**src/rtl/uc_pkg.sv**
```systemverilog
package uc_pkg;

    localparam int OP_W  = 6;
    localparam int UA_W  = 4;
    localparam int DEPTH = 2 ** UA_W;

    localparam logic [OP_W-1:0] OP_ALU  = 6'h00;
    localparam logic [OP_W-1:0] OP_JMP  = 6'h02;
    localparam logic [OP_W-1:0] OP_BEQ  = 6'h04;
    localparam logic [OP_W-1:0] OP_LOAD = 6'h23;
    localparam logic [OP_W-1:0] OP_STOR = 6'h2B;

    typedef enum logic [1:0] {
        SQ_FETCH = 2'b00,
        SQ_TBL1  = 2'b01,
        SQ_TBL2  = 2'b10,
        SQ_STEP  = 2'b11
    } seq_e;

    // 18-bit packed control word, most significant field first
    typedef struct packed {
        logic [1:0] alu_op;
        logic       src_a;
        logic [1:0] src_b;
        logic       reg_write;
        logic       mem_to_reg;
        logic       reg_dst;
        logic       mem_read;
        logic       mem_write;
        logic       i_or_d;
        logic       ir_write;
        logic       pc_write;
        logic       pc_write_cond;
        logic [1:0] pc_source;
        seq_e       seq;
    } uword_t;

    function automatic uword_t micro_word(input logic [UA_W-1:0] a);
        uword_t w;
        w = '0;
        w.seq = SQ_FETCH;
        case (a)
            4'd0: begin
                w.src_b = 2'b01; w.mem_read = 1'b1; w.ir_write = 1'b1;
                w.pc_write = 1'b1; w.seq = SQ_STEP;
            end
            4'd1: begin w.src_b = 2'b11; w.seq = SQ_TBL1; end
            4'd2: begin w.src_a = 1'b1; w.src_b = 2'b10; w.seq = SQ_TBL2; end
            4'd3: begin w.mem_read = 1'b1; w.i_or_d = 1'b1; w.seq = SQ_STEP; end
            4'd4: begin w.reg_write = 1'b1; w.mem_to_reg = 1'b1; end
            4'd5: begin w.mem_write = 1'b1; w.i_or_d = 1'b1; end
            4'd6: begin w.alu_op = 2'b10; w.src_a = 1'b1; w.seq = SQ_STEP; end
            4'd7: begin w.reg_write = 1'b1; w.reg_dst = 1'b1; end
            4'd8: begin
                w.alu_op = 2'b01; w.src_a = 1'b1; w.pc_write_cond = 1'b1;
                w.pc_source = 2'b01;
            end
            4'd9: begin w.pc_write = 1'b1; w.pc_source = 2'b10; end
            default: ;
        endcase
        return w;
    endfunction

    function automatic logic [UA_W-1:0] tbl1_entry(input logic [OP_W-1:0] op);
        case (op)
            OP_LOAD, OP_STOR: return 4'd2;
            OP_ALU:           return 4'd6;
            OP_BEQ:           return 4'd8;
            OP_JMP:           return 4'd9;
            default:          return 4'd0;
        endcase
    endfunction

    function automatic logic [UA_W-1:0] tbl2_entry(input logic [OP_W-1:0] op);
        case (op)
            OP_LOAD: return 4'd3;
            OP_STOR: return 4'd5;
            default: return 4'd0;
        endcase
    endfunction

endpackage

```
**src/rtl/uc_store.sv**
```systemverilog
module uc_store
    import uc_pkg::*;
(
    input  logic [UA_W-1:0] addr,
    output uword_t          word
);
    uword_t rom [DEPTH];

    for (genvar g = 0; g < DEPTH; g++) begin : g_rom
        assign rom[g] = micro_word(UA_W'(g));
    end

    assign word = rom[addr];
endmodule

```
**src/rtl/uc_dispatch.sv**
```systemverilog
module uc_dispatch
    import uc_pkg::*;
#(
    parameter int TABLE_SEL = 1
) (
    input  logic [OP_W-1:0] op,
    output logic [UA_W-1:0] target
);
    localparam int ENTRIES = 2 ** OP_W;

    logic [UA_W-1:0] tbl [ENTRIES];

    for (genvar g = 0; g < ENTRIES; g++) begin : g_ent
        if (TABLE_SEL == 1) begin : g_t1
            assign tbl[g] = tbl1_entry(OP_W'(g));
        end else begin : g_t2
            assign tbl[g] = tbl2_entry(OP_W'(g));
        end
    end

    assign target = tbl[op];
endmodule

```
**src/rtl/uc_next.sv**
```systemverilog
module uc_next
    import uc_pkg::*;
(
    input  seq_e            seq,
    input  logic [UA_W-1:0] cur,
    input  logic [UA_W-1:0] tgt1,
    input  logic [UA_W-1:0] tgt2,
    output logic [UA_W-1:0] nxt
);
    always_comb begin
        case (seq)
            SQ_TBL1: nxt = tgt1;
            SQ_TBL2: nxt = tgt2;
            SQ_STEP: nxt = cur + UA_W'(1);
            default: nxt = '0;
        endcase
    end
endmodule

```
**src/rtl/uc_sequencer.sv**
```systemverilog
module uc_sequencer
    import uc_pkg::*;
(
    input  logic            clk,
    input  logic            rst_n,
    input  logic [OP_W-1:0] opcode,
    output logic [UA_W-1:0] upc,
    output logic [1:0]      alu_op,
    output logic            alu_src_a,
    output logic [1:0]      alu_src_b,
    output logic            reg_write,
    output logic            mem_to_reg,
    output logic            reg_dst,
    output logic            mem_read,
    output logic            mem_write,
    output logic            i_or_d,
    output logic            ir_write,
    output logic            pc_write,
    output logic            pc_write_cond,
    output logic [1:0]      pc_source
);
    typedef struct packed {
        logic [UA_W-1:0] upc;
    } state_t;

    state_t st_d, st_q;
    uword_t word;
    logic [UA_W-1:0] tgt1, tgt2, nxt;

    uc_store u_store (.addr(st_q.upc), .word(word));

    uc_dispatch #(.TABLE_SEL(1)) u_tbl1 (.op(opcode), .target(tgt1));
    uc_dispatch #(.TABLE_SEL(2)) u_tbl2 (.op(opcode), .target(tgt2));

    uc_next u_next (
        .seq (word.seq),
        .cur (st_q.upc),
        .tgt1(tgt1),
        .tgt2(tgt2),
        .nxt (nxt)
    );

    always_comb begin
        st_d     = st_q;
        st_d.upc = nxt;
    end

    always_ff @(posedge clk or negedge rst_n) begin
        if (!rst_n) st_q <= '0;
        else        st_q <= st_d;
    end

    assign upc           = st_q.upc;
    assign alu_op        = word.alu_op;
    assign alu_src_a     = word.src_a;
    assign alu_src_b     = word.src_b;
    assign reg_write     = word.reg_write;
    assign mem_to_reg    = word.mem_to_reg;
    assign reg_dst       = word.reg_dst;
    assign mem_read      = word.mem_read;
    assign mem_write     = word.mem_write;
    assign i_or_d        = word.i_or_d;
    assign ir_write      = word.ir_write;
    assign pc_write      = word.pc_write;
    assign pc_write_cond = word.pc_write_cond;
    assign pc_source     = word.pc_source;
endmodule

```
**config.mk**
```make
export PLATFORM = sky130hd
export DESIGN_NAME = uc_sequencer
export DESIGN_NICKNAME = d
export VERILOG_FILES = /design/src/rtl/uc_pkg.sv /design/src/rtl/uc_store.sv /design/src/rtl/uc_dispatch.sv /design/src/rtl/uc_next.sv /design/src/rtl/uc_sequencer.sv
export SDC_FILE = /design/constraint.sdc
export NUM_CORES = 1
export LEC_CHECK = 0
export ABC_AREA = 1
export BUFFER_PORTS_ARGS = -buffer_cell sky130_fd_sc_hd__buf_2
export CAP_MARGIN = 5
export CELL_PAD_IN_SITES_DETAIL_PLACEMENT = 1
export CELL_PAD_IN_SITES_GLOBAL_PLACEMENT = 1
export CORE_ASPECT_RATIO = 0.8
export CORE_UTILIZATION = 32
export CTS_CLUSTER_DIAMETER = 120
export CTS_CLUSTER_SIZE = 12
export DETAILED_ROUTE_END_ITERATION = 6
export GPL_TIMING_DRIVEN = 0
export PLACE_DENSITY = 0.78
export SLEW_MARGIN = 20
export SYNTH_ARGS = -nofsm -noshare
export SYNTH_HDL_FRONTEND = slang
export SYNTH_HIERARCHICAL = 1
export SYNTH_SLANG_ARGS = --single-unit
export TNS_END_PERCENT = 50
```
**constraint.sdc**
```tcl
create_clock -name clk -period 2.57 [get_ports clk]
set_input_delay 0.257 -clock clk [delete_from_list [all_inputs] [get_ports clk]]
set_output_delay 0.257 -clock clk [all_outputs]
set_load 0.02 [all_outputs]
```
---- After elaboration in Yosys (flattened, before gate mapping) ----
Memory sizes are Yosys's and may differ from the RTL's.
Index checks and enable logic that the tools add are counted.
storage, ports and cells
  flip-flop bits (word level) ............. 4
  memories kept ........................... 3
  input port bits ......................... 8
  memory bits (read-only) ................. 800
  output and inout port bits .............. 20
  logic and storage cells ................. 19
operators by class
  eq/ne operators ......................... 3
  bitwise logic cells ..................... 2
  add/sub/neg operators ................... 1
  muxes and demuxes ....................... 7
  magnitude comparators ................... 2
memories
  name              words  bits a word  rd ports  clocked after Yosys merged registers in  write ports  line               source
  (name not given)  16     18           1         0                                        0            uc_store.sv:13     assign word = rom[addr];
  (name not given)  64     4            1         0                                        0            uc_dispatch.sv:21  assign target = tbl[op];
  (name not given)  64     4            1         0                                        0            uc_dispatch.sv:21
operators by type and width
  kind                 number
  $mux 18              2
  $mux 4               4
  $pmux 4 s3           1
  $ge 7x7->1 const B   1
  $not 6->7            1
  $ge 5x5->1 const B   1
  $not 4->5            1
  $add 4x1->4 const B  1
  $eq 2x2->1 const B   2
  $eq 2x1->1 const B   1

---- Longest topological paths before layout ----
Gate-level depths: netlist (run 1).
  depth after elaboration ................. 6
  gate-level depth with buffers ........... 10
  depth with buffers taken out ............ 10

---- By module ----
The synthesis (run 1) kept the hierarchy.
modules (own cells, without submodules)
  module                seq. area each (µm²)  area an instance (µm²)  instances  cells each
  uc_store              0.0                   246.5                   1          45
  uc_next               0.0                   140.1                   1          28
  uc_dispatch (u_tbl1)  0.0                   111.4                   1          21
  uc_sequencer          100.1                 100.1                   1          4
  uc_dispatch (u_tbl2)  0.0                   52.6                    1          11

---- Least setup slack after synthesis (run 1) ----
OpenSTA, ideal clock, no wires.
  kind .................................... register to output
  start point ............................. register st_q (netlist bit upc[0])
  end point ............................... output alu_src_b[1]
  path slack .............................. 0.975 ns
  required time ........................... 2.313 ns
  cell stages (with the launch flop) ...... 5
  buffers on the path ..................... 0
  arrival time ............................ 1.338 ns
  cells stage by stage .................... dfrtp_1 > inv_1 > ha_1 > nand2_1 > nor2_1
between the ends
  word-level cells in the longest chain between the ends .. 4
RTL lines
  element                                     line                source
  from (decl)                                 uc_sequencer.sv:26  state_t st_d, st_q;
  from (signal assigned)                      uc_sequencer.sv:50  else st_q <= st_d;
  $not 4->5 (not written as such)             uc_store.sv:13
  $mem_v2 16x18                               n/a
  $mux 18 (not written as such) (2 in a row)  uc_store.sv:13
  to (decl)                                   uc_sequencer.sv:10  output logic [1:0] alu_src_b,
Every way passes these cells. The select of a mux whose other input is x is not followed.

---- Final worst setup path (run 1) ----
  start point ............................. register st_q (netlist bit upc[0])
  end point ............................... output alu_op[0]
between the ends
  word-level cells in the longest chain between the ends .. 4
RTL lines
  element                                     line               source
  $not 4->5 (not written as such)             uc_store.sv:13
  $mem_v2 16x18                               n/a
  $mux 18 (not written as such) (2 in a row)  uc_store.sv:13
  to (decl)                                   uc_sequencer.sv:8  output logic [1:0] alu_op,
Every way passes these cells. The select of a mux whose other input is x is not followed.

==> flow_summary.json, run 1 <==
{
  "status": "finished clean",
  "dpl.cell_count": 160,
  "leakage_nw": 0.590,
  "cts-root-buf": "clkbuf_4",
  "syn_area_per_cell_sq_um": 5.97,
  "largest_reg_flops": 4,
  "clk_latency_ns": 0.23,
  "via_count": 749,
  "finalWorstSetupSlack_ns": 0.694,
  "grt_pass1_wl_mm": 2.97,
  "cts_tree": "built",
  "syn-cell-area_sq_um": 651,
  "antenna_cells": 0,
  "cts.path.max_buffers": 2,
  "comb_power_share_pct": 73.9,
  "fin_cells": 164,
  "yosysSeqAreaShare_pct": 15.4,
  "critPathLaunchType": "flip-flop",
  "ys_ff_latch": 4,
  "mostFrequentLayoutCells": "buf_2 (27), inv_1 (25), nand2_1 (21), nand3_1 (14), nor2_1 (10)",
  "areaGrowthSynthToFinish_pct": 30.4,
  "worstSetupStartpoint": "upc[0]",
  "clk_pin_slew_ns": 0.04,
  "clkPwrFrac_pct": 8.8,
  "vias_per_cell": 4.57,
  "place_worst_setup_slack_ns": 0.887,
  "synth_cells": 109,
  "grtUsageTotal_pct": 17.7,
  "ant_nets": 0,
  "grt_setup_unrepaired": "false",
  "intPower_uw": 345,
  "dp_hpwl_mm": 1.49,
  "finalNetCount": 157,
  "port_buffers": 27,
  "crit_path_max_fanout": 9,
  "ir_drop_mv": 0.479,
  "synth_cell_type_count": 17,
  "clock_sinks": 4,
  "die_area_sq_um": 2220,
  "path_common_cell": "inv_1",
  "hold_viol_final": 0,
  "die_h_um": 42.3,
  "r2r_slack_ns": 0.87,
  "cp.arrival_ns": 1.62,
  "gp_congestion": 0.808,
  "yosysWarnings": 6,
  "reg2reg_from": "upc[0]",
  "max_stage_delay_ns": 0.53,
  "tns_ns": 0,
  "first_global_vias": 709,
  "routed_wl_mm": 1.75,
  "slew_viol_final": 0,
  "critPathKind": "flip-flop to primary output",
  "fmax_mhz": 533,
  "drt_first_pass_iters": 4,
  "synth_nets": 124,
  "cpMaxStageDelayCell": "dfrtp_1",
  "core_area_sq_um": 1890,
  "synth_top_area_share_pct": 15.4,
  "power_switching_uw": 523,
  "cts_resized": 0,
  "rows": 14,
  "yosys-top-cells-area": "dfrtp_1 (15%), inv_1 (14%), ha_1 (13%)",
  "power-per-cell-area_nw_per_um2": 1020,
  "postCtsSetupBuffers": 0,
  "setup_viol": 0,
  "period_minus_slack_ns": 1.88,
  "die_x_um": 52.4,
  "antenna_found_initial": 0,
  "p_sw_share_pct": 60.3,
  "io_pins": 28,
  "cp.required_ns": 2.31,
  "skew_ns": 0.00467,
  "grt-ovfl-total": 0,
  "post_drt_wl_per_cell_um": 10.6,
  "p_seq_share_pct": 17.3,
  "worstHoldPathType": "primary input to async pin",
  "synth_top_cell_by_area": "dfrtp_1",
  "cp_cell_sequence": "inv_1 > ha_1 > nand3_1 > inv_1 > buf_4 > buf_2",
  "initial_utilization_pct": 34.4,
  "htreeDepth": 1,
  "grt_max_degree": 11,
  "endpoint_kind": "primary output",
  "layout_commonest_cell": "buf_2",
  "drcViolationCount": 0,
  "max_cap_violations": 0,
  "drtIter0Drc": 2,
  "drive_gt1_share_pct": 37.1,
  "cts-hold-fix-buffers": 1,
  "fin_crit_sh_pct": 73.0,
  "numCtsBuffers": 3
}
through the flow:
stage	cell area, sq um	total power [mW]	hold WS [ns]	util (%)
floorplan	651	0.587	-0.0386	-
global placement	816	0.768	0.0590	43.1
detailed placement	816	0.793	0.0645	43.1
CTS	848	0.876	0.349	44.8
global route	848	0.954	0.395	44.8
finish	848	0.868	0.361	44.8
worst max-delay path, delay by kind of cell, from the launching register on:
family                     cells  cell delay [ns]
DFF                            1             0.53
buffers and inverters          4             0.49
adders and majority gates      1             0.25
and+or+nand+nor                1             0.11
power groups by stage:
stage / Sequential, mW / Clock [mW] / Combinational, mW
after global routing: 0.156 / 0.0814 / 0.716
after CTS: 0.150 / 0.0810 / 0.645
after floorplan: 0.161 / 0 / 0.425
after detailed placement: 0.150 / 0 / 0.643
after global placement: 0.148 / 0 / 0.619
final: 0.150 / 0.0765 / 0.641
worst paths after layout:
check | cells after the start | end
worst max-delay path | 6 | alu_op[0]
worst min-delay path | 2 | upc[2]
worst max register to register | 9 | upc[2]
worst min register to register | 1 | upc[0]
max in group asynchronous | 2 | upc[1]
min in group clk | 4 | upc[1]
routing by layer:
metal	up-vias	wire length, um	part of all wire, %	global-route usage (%)
li1	381	-	-	-
met4	0	0	0	6.32
met3	0	51	2.9	1.09
met2	15	818	47	28.6
met1	353	876	50	24.3
met5	-	0	0	0
cell families (layout without fill, tap and decap cells):
group                      Yosys count  after routing  share of synthesized area, %
other                                1              1                         0.576
DFF                                  4              4                          15.4
buffers and inverters               32             63                          20.2
adders and majority gates            7              7                          13.5
xor gates and xnor gates             1              1                          1.35
AOI/OAI and AO/OA                    2              2                          1.92
and+or+nand+nor                     62             62                          47.1
final cells by class:
type                            count  area [sq um]
Fill cell                         281          1040
Multi-Input combinational cell     73           419
Timing Repair Buffer               28           145
Inverter                           29           109
Sequential cell                     4           100
Tap cell                           24          30.0
Clock buffer                        3          22.5
Buffer                              3          22.5
synthesized netlist by cell type:
master,number
inv_1,25
nand2_1,21
nand3_1,14
nor2_1,10
nand2_2,8
ha_1,7
dfrtp_1,4
inv_2,4
nor2_2,4
buf_4,3
nand4_1,2
nor2_4,2
conb_1,1
nand3_2,1
o211ai_1,1
o21ai_1,1
xnor2_1,1
No activity file was read; power rests on OpenSTA's default activity.
==> inputs of run 2 (changes only) <==
--- a/config.mk
+++ b/config.mk
@@ -5,18 +5,18 @@
 export SDC_FILE = /design/constraint.sdc
 export NUM_CORES = 1
 export LEC_CHECK = 0
-export ABC_AREA = 1
+export ABC_AREA = 0
 export BUFFER_PORTS_ARGS = -buffer_cell sky130_fd_sc_hd__buf_2
 export CAP_MARGIN = 5
 export CELL_PAD_IN_SITES_DETAIL_PLACEMENT = 1
 export CELL_PAD_IN_SITES_GLOBAL_PLACEMENT = 1
 export CORE_ASPECT_RATIO = 0.8
-export CORE_UTILIZATION = 32
+export CORE_UTILIZATION = 33
 export CTS_CLUSTER_DIAMETER = 120
 export CTS_CLUSTER_SIZE = 12
 export DETAILED_ROUTE_END_ITERATION = 6
 export GPL_TIMING_DRIVEN = 0
-export PLACE_DENSITY = 0.78
+export PLACE_DENSITY = 0.74
 export SLEW_MARGIN = 20
 export SYNTH_ARGS = -nofsm -noshare
 export SYNTH_HDL_FRONTEND = slang
==> constraint.sdc (replaced) <==
create_clock -name clk -period 1.9 [get_ports clk]
set_input_delay 0.19 -clock clk [delete_from_list [all_inputs] [get_ports clk]]
set_output_delay 0.19 -clock clk [all_outputs]
set_load 0.02 [all_outputs]
==> flow_summary.json, run 2 <==
{
  "cp.arrival_ns": 1.93,
  "drive_gt1_share_pct": 50.5,
  "skew_ns": 0.00814,
  "synth_cells": 72,
  "antenna_cells": 0,
  "largest_reg_flops": 4,
  "grt_max_degree": 11,
  "cp.required_ns": 2.02,
  "power-per-cell-area_nw_per_um2": 1500,
  "syn_area_per_cell_sq_um": 8.85,
  "synth_top_cell_by_area": "dfrtp_1",
  "numCtsBuffers": 3,
  "gp_congestion": 0.787,
  "die_area_sq_um": 2110,
  "crit_path_max_fanout": 8,
  "finalWorstSetupSlack_ns": 0.0961,
  "drtIter0Drc": 10,
  "synth_nets": 87,
  "ant_nets": 0,
  "syn-cell-area_sq_um": 637,
  "place_worst_setup_slack_ns": -0.0218,
  "die_x_um": 51.1,
  "synth-edff-count": 0,
  "htreeDepth": 1,
  "yosysMostFrequentCell": "ha_1",
  "via_count": 617,
  "endpoint_kind": "flip-flop",
  "grt-ovfl-total": 0,
  "first_global_vias": 615,
  "leakage_nw": 0.443,
  "dp_hpwl_mm": 1.29,
  "port_buffers": 27,
  "dpl.cell_count": 121,
  "yosys-top-cells-area": "dfrtp_1 (16%), ha_1 (14%), a211oi_2 (5.9%)",
  "core_area_sq_um": 1710,
  "ir_drop_mv": 0.557,
  "rows": 13,
  "grtUsageTotal_pct": 19.9,
  "post_drt_wl_per_cell_um": 14.2,
  "die_h_um": 41.3,
  "mostFrequentLayoutCells": "buf_2 (27), ha_1 (7), nor3_1 (6), buf_4 (5), inv_1 (4)",
  "final_util_pct": 50.8,
  "yosysSeqAreaShare_pct": 15.7,
  "yosysWarnings": 6,
  "status": "finished clean",
  "fin_crit_sh_pct": 94.9,
  "period_minus_slack_ns": 1.80,
  "critPathLaunchType": "flip-flop",
  "hold_viol_final": 0,
  "vias_per_cell": 4.86,
  "clk_pin_slew_ns": 0.04,
  "layout_commonest_cell": "buf_2",
  "max_cap_violations": 0,
  "async_flop_share_pct": 100,
  "finalNetCount": 122,
  "critPathKind": "flip-flop to flip-flop",
  "slew_viol_final": 0,
  "ys_ff_latch": 4,
  "cts.path.max_buffers": 2,
  "cts-root-buf": "clkbuf_4",
  "grt_pass1_wl_mm": 2.91,
  "cts_tree": "built",
  "synth_cell_type_count": 36,
  "setup_viol": 0,
  "initial_utilization_pct": 37.3,
  "synth_ff_type": "dfrtp_1",
  "fillers": 220,
  "tns_ns": 0,
  "drcViolationCount": 0,
  "io_pins": 28,
  "synth_common_cells": "ha_1 (7), nor3_1 (6), dfrtp_1 (4), inv_1 (4), nor2_1 (4)",
  "fmax_mhz": 554,
  "clk_latency_ns": 0.24,
  "clock_sinks": 4,
  "fin_cells": 127,
  "antenna_found_initial": 0,
  "drt_first_pass_iters": 4,
  "worstHoldPathType": "primary input to async pin",
  "synth_top_area_share_pct": 15.7,
  "areaGrowthSynthToFinish_pct": 36.1,
  "hold_slack_ns": 0.289,
  "routed_wl_mm": 1.80
}
[run 2: worst max-delay path: stages (launching register included)]
cell and delay [ns]:
dfrtp_2 0.46, inv_1 0.12, ha_1 0.22, nor2b_4 0.07, a211oi_4 0.29, mux2_4 0.33
a22o_1 0.19
[run 2: cells by family (layout without fill, tap and decap cells)]
group,count (synthesis),in the layout,synth area share [%]
adder cells (fa/ha/maj),7,7,13.8
buffers and inverters,10,43,10.0
AO/OA/AOI/OAI,12,12,14.7
AND/OR/NAND/NOR,32,32,35.6
XOR/XNOR,3,3,4.13
multiplexers,3,3,5.50
flip-flops,4,4,15.7
other,1,1,0.589
[run 2: final timing paths]
check,startpoint,to,slack [ns],cells past startpoint
worst max-delay path,upc[0],upc[1],0.1,6
min in group clk,opcode[3],upc[1],0.38,3
worst min-delay path,rst_n,upc[3],0.29,2
max in group asynchronous,rst_n,upc[0],1.47,2
worst max register to register,upc[0],upc[1],0.1,6
worst min register to register,upc[3],upc[3],0.76,2
[run 2: power by group]
group	total (mW)	switching, mW	leakage [nW]	internal, mW
Combinational	1.01	0.574	0.379	0.434
Sequential	0.181	0.0626	0.0498	0.118
Clock	0.110	0.0387	0.0138	0.0709
Total	1.30	0.675	0.443	0.623
[run 2: repair_timing]
| item | in CTS | in global routing |
|---|---|---|
| resized for setup | 1 | 3 |
| endpoints found under the setup margin | 1 | 7 |
| buffers inserted | 0 | 2 |
| hold buffers | 1 | 0 |
| pin swaps | 1 | 1 |
| hold endpoints to repair | 4 | 0 |
[run 2: routing by layer]
metal,vias up,global-route usage (%),routed length [um]
li1,315,-,-
met1,291,25.8,888
met2,11,33.9,863
met3,0,3.26,48
met4,0,8.33,0
met5,-,0,0
[run 2: through the flow]
| stage | area, sq um | total power [mW] |
|---|---|---|
| after global placement | 807 | 1.10 |
| after global routing | 867 | 1.43 |
| after detailed placement | 807 | 1.12 |
| after CTS | 841 | 1.24 |
| final | 867 | 1.30 |
| after floorplan | 644 | 0.864 |
[run 2: final cells by class]
cell class	instances	area, sq um	area share [%]
Inverter	5	18.8	2.16
Tap cell	22	27.5	3.17
Timing Repair Buffer	30	160	18.5
Buffer	5	45.0	5.19
Sequential cell	4	103	11.8
Multi-Input combinational cell	58	490	56.6
Clock buffer	3	22.5	2.60
==> inputs of run 3 (changes only) <==
==> constraint.sdc (replaced) <==
create_clock -name clk -period 1.9 [get_ports clk]
set_input_delay 0.38 -clock clk [delete_from_list [all_inputs] [get_ports clk]]
set_output_delay 0.38 -clock clk [all_outputs]
set_load 0.02 [all_outputs]
==> flow_summary.json, run 3 (synthesis results as in run 2) <==
{
  "grt_max_degree": 11,
  "drtIter0Drc": 8,
  "fin_crit_sh_pct": 97.3,
  "intPower_uw": 686,
  "power_switching_uw": 725,
  "finalWorstSetupSlack_ns": 0.0522,
  "clk_pin_slew_ns": 0.04,
  "hold_viol_final": 0,
  "multi_input_area_sq_um": 503,
  "leakage_nw": 0.471,
  "cp.required_ns": 1.52,
  "mostFrequentLayoutCells": "buf_2 (25), buf_4 (13), nor3_1 (6), ha_1 (5)",
  "worstHoldPathType": "primary input to async pin",
  "routed_wl_mm": 1.99,
  "cp_cell_sequence": "buf_4 > ha_2 > mux2i_1 > nor2_1 > buf_2",
  "largest_reg_flops": 4,
  "antenna_cells": 0,
  "fmax_mhz": 541,
  "ant_nets": 0,
  "rows": 13,
  "gp_congestion": 0.787,
  "design_area_sq_um": 930,
  "drt_first_pass_iters": 4,
  "regArea_sq_um": 103,
  "skew_ns": 0.00765,
  "ir_drop_mv": 0.748,
  "cts-root-buf": "clkbuf_4",
  "areaGrowthSynthToFinish_pct": 46.0,
  "layout_commonest_cell": "buf_2",
  "clkPwrFrac_pct": 7.7,
  "drcViolationCount": 0,
  "grt_pass1_wl_mm": 2.93,
  "max_cap_violations": 0,
  "endpoint_kind": "primary output",
  "hold_slack_ns": 0.491,
  "period_minus_slack_ns": 1.85,
  "die_area_sq_um": 2110,
  "core_area_sq_um": 1710,
  "initial_utilization_pct": 37.3,
  "critPathKind": "flip-flop to primary output",
  "die_h_um": 41.3,
  "power-per-cell-area_nw_per_um2": 1520,
  "status": "finished clean",
  "antenna_found_initial": 0,
  "cp.arrival_ns": 1.47,
  "io_pins": 28,
  "finalNetCount": 128,
  "crit_path_max_fanout": 6,
  "dp_hpwl_mm": 1.29,
  "first_global_vias": 626,
  "grt-ovfl-total": 0,
  "power_mw": 1.41,
  "place_worst_setup_slack_ns": -0.0218,
  "port_buffers": 27,
  "htreeDepth": 1,
  "die_x_um": 51.1,
  "numCtsBuffers": 3,
  "vias_per_cell": 4.99,
  "slew_viol_final": 0,
  "p_seq_share_pct": 12.1,
  "fin_cells": 133,
  "comb_power_share_pct": 80.2,
  "p_sw_share_pct": 51.4,
  "fillers": 207,
  "cts.path.max_buffers": 2,
  "cts_tree": "built",
  "grtUsageTotal_pct": 19.8,
  "clock_sinks": 4,
  "setup_viol": 0,
  "drive_gt1_share_pct": 57.7,
  "cpMaxStageDelayCell": "dfrtp_2",
  "critPathLaunchType": "flip-flop",
  "via_count": 664,
  "tns_ns": 0,
  "final_util_pct": 54.4,
  "max_stage_delay_ns": 0.45,
  "clk_latency_ns": 0.24,
  "post_drt_wl_per_cell_um": 14.9,
  "dpl.cell_count": 121,
  "placed_area_sq_um": 807
}
-- run 3: cell types whose count changed in the layout (fill, tap and decap cells not counted) --
cell | previous run | this run
inv_2 | 1 | 3
ha_1 | 7 | 5
buf_2 | 27 | 25
nand2_1 | 3 | 2
nor2_2 | 1 | 0
buf_4 | 5 | 13
nand2_2 | 1 | 2
inv_1 | 4 | 2
ha_2 | 0 | 2
nor2_4 | 0 | 1
-- run 3: layout make-up --
class,instances,share of cell area [%]
plain buffers,5,4.85
repair buffers,36,22.6
well taps,22,2.96
clock buffers,3,2.42
flip-flops and latches,4,11.0
inverters,5,2.02
multi-input cells,58,54.1
-- run 3: path summary, 6_finish.rpt --
check	slack [ns]	start	depth (start not counted)	endpoint
min	0.49	rst_n	2	upc[3]
min in group clk	0.55	opcode[3]	3	upc[1]
max in group asynchronous	1.27	rst_n	2	upc[0]
max	0.05	upc[0]	5	i_or_d
max reg2reg	0.14	upc[0]	5	upc[1]
min reg2reg	0.76	upc[3]	2	upc[3]
-- run 3: critical path, delay by kind of cell (launching register included) --
family                   cells  cell delay (ns)
flip-flops                   1             0.45
buffers and inverters        2             0.32
multiplexers                 1             0.21
adder cells (fa/ha/maj)      1             0.20
AND/OR/NAND/NOR              1             0.06
-- run 3: what timing repair did --
action / in CTS / in global routing
gates resized for setup: 3 / 9
hold endpoints to repair: 4 / 0
endpoints found under the setup margin: 8 / 12
setup buffers: 3 / 5
hold buffers: 1 / 0
pin swaps: 0 / 2
-- run 3: per-layer routing --
metal / wire length [um] / track usage, %
met2: 956 / 34.9
met1: 964 / 25.6
met5: 0 / 0
met4: 16 / 8.33
met3: 51 / 2.17
-- run 3: power groups by stage --
stage               Sequential [mW]  Combinational (mW)  Clock, mW
finish                        0.171                1.13      0.109
global route                  0.177                1.23      0.123
CTS                           0.175               0.977      0.115
detailed placement            0.181               0.937          0
global placement              0.178               0.927          0
floorplan                     0.195               0.669          0
